$ cat config.mk
export PLATFORM = sky130hd
export DESIGN_NAME = pwr_mode_ctl
export DESIGN_NICKNAME = d
export VERILOG_FILES = /design/src/rtl/pwr_mode_pkg.sv /design/src/rtl/pwr_ctl_reg.sv /design/src/rtl/pwr_mode_dec.sv /design/src/rtl/pwr_mode_ctl.sv
export SDC_FILE = /design/constraint.sdc
export NUM_CORES = 1
export LEC_CHECK = 0
export BUFFER_PORTS_ARGS = -buffer_cell sky130_fd_sc_hd__buf_2
export CAP_MARGIN = 20
export CORE_AREA = 2 2 39 41
export CTS_CLUSTER_SIZE = 20
export DETAILED_ROUTE_END_ITERATION = 12
export DIE_AREA = 0 0 41 43
export GPL_ROUTABILITY_DRIVEN = 0
export SETUP_SLACK_MARGIN = 0.05
export SLEW_MARGIN = 20
export SYNTH_ARGS = -nofsm -noshare
export SYNTH_HDL_FRONTEND = slang
export SYNTH_SLANG_ARGS = --single-unit
$ cat constraint.sdc
create_clock -name clk -period 1.26 [get_ports clk]
set_input_delay 0.252 -clock clk [delete_from_list [all_inputs] [get_ports clk]]
set_output_delay 0.252 -clock clk [all_outputs]
set_load 0.03 [all_outputs]
$ cat src/rtl/pwr_mode_pkg.sv
package pwr_mode_pkg;

  typedef enum logic [1:0] {
    MODE_RUN   = 2'b00,
    MODE_IDLE  = 2'b01,
    MODE_PDOWN = 2'b10
  } pwr_mode_e;

  localparam int CTL_W   = 8;
  localparam int IDL_BIT = 0;
  localparam int PD_BIT  = 1;

  // Power-down bit takes precedence over idle bit.
  function automatic pwr_mode_e mode_of(input logic [CTL_W-1:0] ctl);
    if (ctl[PD_BIT])       return MODE_PDOWN;
    else if (ctl[IDL_BIT]) return MODE_IDLE;
    else                   return MODE_RUN;
  endfunction

  // Next register value: wake clears idle bit, otherwise an accepted write loads.
  function automatic logic [CTL_W-1:0] ctl_next(input logic [CTL_W-1:0] cur,
                                               input logic             wake,
                                               input logic             wr_ok,
                                               input logic [CTL_W-1:0] wdata);
    logic [CTL_W-1:0] nxt;
    nxt = cur;
    if (wake)       nxt[IDL_BIT] = 1'b0;
    else if (wr_ok) nxt = wdata;
    return nxt;
  endfunction

endpackage

$ cat src/rtl/pwr_ctl_reg.sv
module pwr_ctl_reg
  import pwr_mode_pkg::*;
#(
  parameter int ADDR_W   = 8,
  parameter logic [ADDR_W-1:0] CTL_ADDR = 8'h87
) (
  input  logic              clk,
  input  logic              rst_n,
  input  logic              sfr_wr,
  input  logic [ADDR_W-1:0] sfr_addr,
  input  logic [CTL_W-1:0]  sfr_wdata,
  input  logic              irq,
  output logic [CTL_W-1:0]  ctl_q,
  output logic              wr_hit,
  output logic              wake_evt
);

  pwr_mode_e mode_now;

  assign mode_now = mode_of(ctl_q);
  // Writes only land while the CPU is running.
  assign wr_hit   = sfr_wr && (sfr_addr == CTL_ADDR) && (mode_now == MODE_RUN);
  assign wake_evt = (mode_now == MODE_IDLE) && irq;

  always_ff @(posedge clk or negedge rst_n) begin
    if (!rst_n) ctl_q <= '0;
    else        ctl_q <= ctl_next(ctl_q, wake_evt, wr_hit, sfr_wdata);
  end

  p_enter_idle_r3: assert property (@(posedge clk) disable iff (!rst_n)
    (wr_hit && sfr_wdata[IDL_BIT] && !sfr_wdata[PD_BIT]) |=> (mode_of(ctl_q) == MODE_IDLE));

  p_wake_r4: assert property (@(posedge clk) disable iff (!rst_n)
    wake_evt |=> (!ctl_q[IDL_BIT] && $stable(ctl_q[CTL_W-1:2])));

  p_pd_wins_r6: assert property (@(posedge clk) disable iff (!rst_n)
    (wr_hit && sfr_wdata[PD_BIT]) |=> (mode_of(ctl_q) == MODE_PDOWN));

  p_pd_sticky_r7: assert property (@(posedge clk) disable iff (!rst_n)
    (mode_now == MODE_PDOWN) |=> (mode_of(ctl_q) == MODE_PDOWN));

  p_halted_writes_r8: assert property (@(posedge clk) disable iff (!rst_n)
    ((mode_now != MODE_RUN) && sfr_wr) |=> $stable(ctl_q[CTL_W-1:PD_BIT]));

  p_run_irq_r10: assert property (@(posedge clk) disable iff (!rst_n)
    ((mode_now == MODE_RUN) && irq && !wr_hit) |=> $stable(ctl_q));

endmodule

$ cat src/rtl/pwr_mode_dec.sv
module pwr_mode_dec
  import pwr_mode_pkg::*;
(
  input  logic [CTL_W-1:0] ctl_q,
  output logic [1:0]       pwr_mode,
  output logic             cpu_clk_en,
  output logic             per_clk_en,
  output logic             lvd_en,
  output logic [5:0]       pass_bits
);

  pwr_mode_e mode;

  always_comb begin
    mode       = mode_of(ctl_q);
    pwr_mode   = mode;
    cpu_clk_en = (mode == MODE_RUN);
    per_clk_en = (mode != MODE_PDOWN);
    lvd_en     = !ctl_q[5];
    pass_bits  = ctl_q[CTL_W-1:2];
  end

endmodule

$ cat src/rtl/pwr_mode_ctl.sv
module pwr_mode_ctl
  import pwr_mode_pkg::*;
#(
  parameter int ADDR_W = 8,
  parameter logic [ADDR_W-1:0] CTL_ADDR = 8'h87
) (
  input  logic              clk,
  input  logic              rst_n,
  input  logic              sfr_wr,
  input  logic [ADDR_W-1:0] sfr_addr,
  input  logic [7:0]        sfr_wdata,
  input  logic              irq,
  output logic              cpu_clk_en,
  output logic              per_clk_en,
  output logic              lvd_en,
  output logic [1:0]        pwr_mode,
  output logic              dbl_baud0,
  output logic              dbl_baud1,
  output logic              lvr_dis,
  output logic              adc_irq_en,
  output logic              u2_rx_clk,
  output logic              u2_tx_clk
);

  logic [CTL_W-1:0] ctl_q;
  logic             wr_hit;
  logic             wake_evt;
  logic [5:0]       pass_bits;

  pwr_ctl_reg #(.ADDR_W(ADDR_W), .CTL_ADDR(CTL_ADDR)) u_reg (
    .clk      (clk),
    .rst_n    (rst_n),
    .sfr_wr   (sfr_wr),
    .sfr_addr (sfr_addr),
    .sfr_wdata(sfr_wdata),
    .irq      (irq),
    .ctl_q    (ctl_q),
    .wr_hit   (wr_hit),
    .wake_evt (wake_evt)
  );

  pwr_mode_dec u_dec (
    .ctl_q     (ctl_q),
    .pwr_mode  (pwr_mode),
    .cpu_clk_en(cpu_clk_en),
    .per_clk_en(per_clk_en),
    .lvd_en    (lvd_en),
    .pass_bits (pass_bits)
  );

  assign {dbl_baud0, dbl_baud1, lvr_dis, adc_irq_en, u2_rx_clk, u2_tx_clk} = pass_bits;

  p_idle_clocks_r3: assert property (@(posedge clk) disable iff (!rst_n)
    (pwr_mode == MODE_IDLE) |-> (per_clk_en && !cpu_clk_en));

  p_wake_run_r4: assert property (@(posedge clk) disable iff (!rst_n)
    wake_evt |=> (cpu_clk_en && pwr_mode == MODE_RUN));

  p_pd_clocks_r5: assert property (@(posedge clk) disable iff (!rst_n)
    (pwr_mode == MODE_PDOWN) |-> (!per_clk_en && !cpu_clk_en));

  p_lvd_follows_r9: assert property (@(posedge clk) disable iff (!rst_n)
    lvd_en != lvr_dis);

endmodule

==> key figures <==
Outcome
  – Status: finished clean

Clock network
  – Clock Latency Late Sink: roughly 250 ps
  – Clk pin slew, worst setup/hold paths: 60 ps
  – Clock root cell: clkbuf_4
  – Cts bufs inserted: 3
  – CTS tree: yes
  – CTS sink count: 8
  – H-tree level count: 1
  – CTS max path bufs: 2

STA
  – Setup Skew: between 7 and 8 ps
  – RSZ-0062 raised after global routing: yes
  – Slew headroom: 0.833
  – Final worst slack: around 44 ps
  – Period utilization: 0.965
  – Tightest Pin Transition: ~250 ps
  – Setup TNS Final: 0 ps
  – Final min period: 1220 ps
  – Fmax: ~820 MHz
  – Max Slew Vio Count: 0
  – Final hold vios: 0
  – Number of setup violations in the final report: 0

Layout
  – Largest registers: u_reg.ctl_q: 8 flops
  – Max reg flops: 8
  – Post-Route Utilization: 0.429
  – Largest Register: u_reg.ctl_q
  – N_diodes: 0
  – Synth-to-layout area growth: 56.8%
  – Layout cells sized above 1: 0.694
  – Fin nets: between 80 and 90

Drt
  – DR vias/cell: approximately 4.2
  – Vias: around 330
  – WL per Instance: 9.56 microns
  – Total Routed Length: 746 microns
  – Final antenna-violating net count: 0
  – Router iterations before antenna repair: 1
  – DRC errors left: 0
  – Starting DRT DRC Count: 0

Setup path
  – CP max stage delay: ~440 ps
  – Crit Path Category: reg -> out
  – CP delay by family, top: flip-flops
  – Type of origin of the critical path: flip-flop
  – Crit Path Max Fanout: 5
  – CP Capture Type: output port
  – Crit path buf inv count: 1
  – Worst path cell trace: nor2b_1 -> buf_4
  – Worst path required time: 1010 ps
  – Slowest CP cell: dfrtp_2
  – CP Data Arrival Time: about 960 ps

Synthesis
  – Sequential fraction of the synthesis area: 0.528
  – Post-synthesis instance total: 29
  – FF+latch count, synth: 8
  – Post-synthesis average cell area: around 13 sq um
  – Netlist cell types: 11
  – Mapped Nets: 49
  – Post-synthesis cell area: approximately 380 sq um
  – Ys Warns: 0

Power
  – VDD IR-drop max: 0.424 mV
  – Pleak: 0.355 nW
  – Pwr Total: between 0.4 and 0.5 mW
  – Power Dens Cells: just over 800 nW/um^2

Floorplanning
  – I/O pins: 31
  – Initial Utilization: 0.274
  – Die height: between 40 and 50 microns
  – Die area: 1760 sq um
  – Total core area: between 1000 and 1500 sq um
  – DIE WIDTH: around 41 microns
  – FP Rows: 14

Global route
  – GR Util All Layers: 0.0925
  – Vias in the first global route: around 320
  – Number of antenna violations at the first check in global routing: 0
  – Largest net degree at the start of global routing: 9
  – Global-route wire length before repair: 1.11 mm
  – Overflow after GRT: 0

Min path
  – Hold WC Path Type: in -> reg

Placed design
  – IO Port Bufs: 30
  – Worst slack at placement: -84.0 ps

Job
  – Max-cap viol count: 0
[layer usage]
metal | GRT usage | vias to the layer above | part of all wire
met3 | 0.0314 | 0 | 0.092
li1 | - | 164 | -
met5 | 0 | - | 0
met4 | 0.0400 | 0 | 0
met2 | 0.159 | 14 | 0.49
met1 | 0.0936 | 153 | 0.41
[cells by family after synthesis]
family          after synthesis  synth area share
compound gates                3            0.0396
simple gates                  6             0.185
flops                         8             0.528
mux                           6             0.178
buf+inv                       6            0.0693
[layout make-up]
class	count	area, sq um
Fill cell	144	790
Sequential cell	8	201
Timing Repair Buffer	31	171
Multi-Input combinational cell	15	160
Clock buffer	3	22.5
Tap cell	16	20.0
Inverter	5	18.8
[power by group]
part	total [mW]	leakage [nW]	internal (mW)	switching (mW)
Sequential	0.257	0.106	0.257	0
Combinational	0.0454	0.235	0.0275	0.0179
Clock	0.192	0.0138	0.109	0.0830
[timing repair]
action / CTS / global route
endpoints found under the setup margin: 3 / 7
hold endpoints to repair: 8 / 0
hold buffers: 1 / 0
buffers inserted: 0 / 0
gates resized for setup: 4 / 1
[worst register-to-register path, delay by kind of cell (launching register included)]
family | cells | cell delay, ps
DFF | 1 | 440
muxes | 1 | 310
and+or+nand+nor | 2 | 290
[placed cells by master (no fill, tap or decap)]
cell type / netlist / routed
dfrtp_1: 8 / 7
nor4b_4: 1 / 1
dfrtp_2: 0 / 1
nor2b_1: 1 / 1
buf_4: 1 / 2
clkbuf_4: 0 / 3
buf_2: 0 / 27
nand4_4: 1 / 1
mux2_2: 6 / 6
o21ai_0: 3 / 3
dlygate4sd3_1: 0 / 1
and2_0: 1 / 1
nor2_4: 0 / 1
inv_1: 5 / 5
buf_6: 0 / 1
and3b_1: 1 / 1
[path summary, 6_finish.rpt]
check,end,cells after the start,slack (ps),start
setup / recovery,pwr_mode[0],2,40,u_reg.ctl_q[1]
hold / removal,u_reg.ctl_q[7],2,230,sfr_wdata[7]
setup reg to reg,u_reg.ctl_q[4],3,100,u_reg.ctl_q[1]
hold reg to reg,u_reg.ctl_q[6],1,500,u_reg.ctl_q[6]
max in group asynchronous,u_reg.ctl_q[1],2,710,rst_n
min in group asynchronous,u_reg.ctl_q[2],2,370,rst_n
[stage by stage]
step                      std cells  cell area [sq um]  hold slack, ps
final                            78                594             233
after global routing             78                594             239
after CTS                        78                593             235
after detailed placement         74                549             105
after global placement           74                549             102
after floorplan                  29                387           -43.6
[cell usage after synthesis]
| library cell | number | area (sq um) |
|---|---|---|
| nand4_4 | 1 | 21.3 |
| o21ai_0 | 3 | 15.0 |
| nor4b_4 | 1 | 23.8 |
| and2_0 | 1 | 6.26 |
| inv_1 | 5 | 18.8 |
| buf_4 | 1 | 7.51 |
| nor2b_1 | 1 | 6.26 |
| and3b_1 | 1 | 8.76 |
| mux2_2 | 6 | 67.6 |
| dfrtp_1 | 8 | 200 |
| nor2_1 | 1 | 3.75 |
Power figures use the tool's default switching activity.
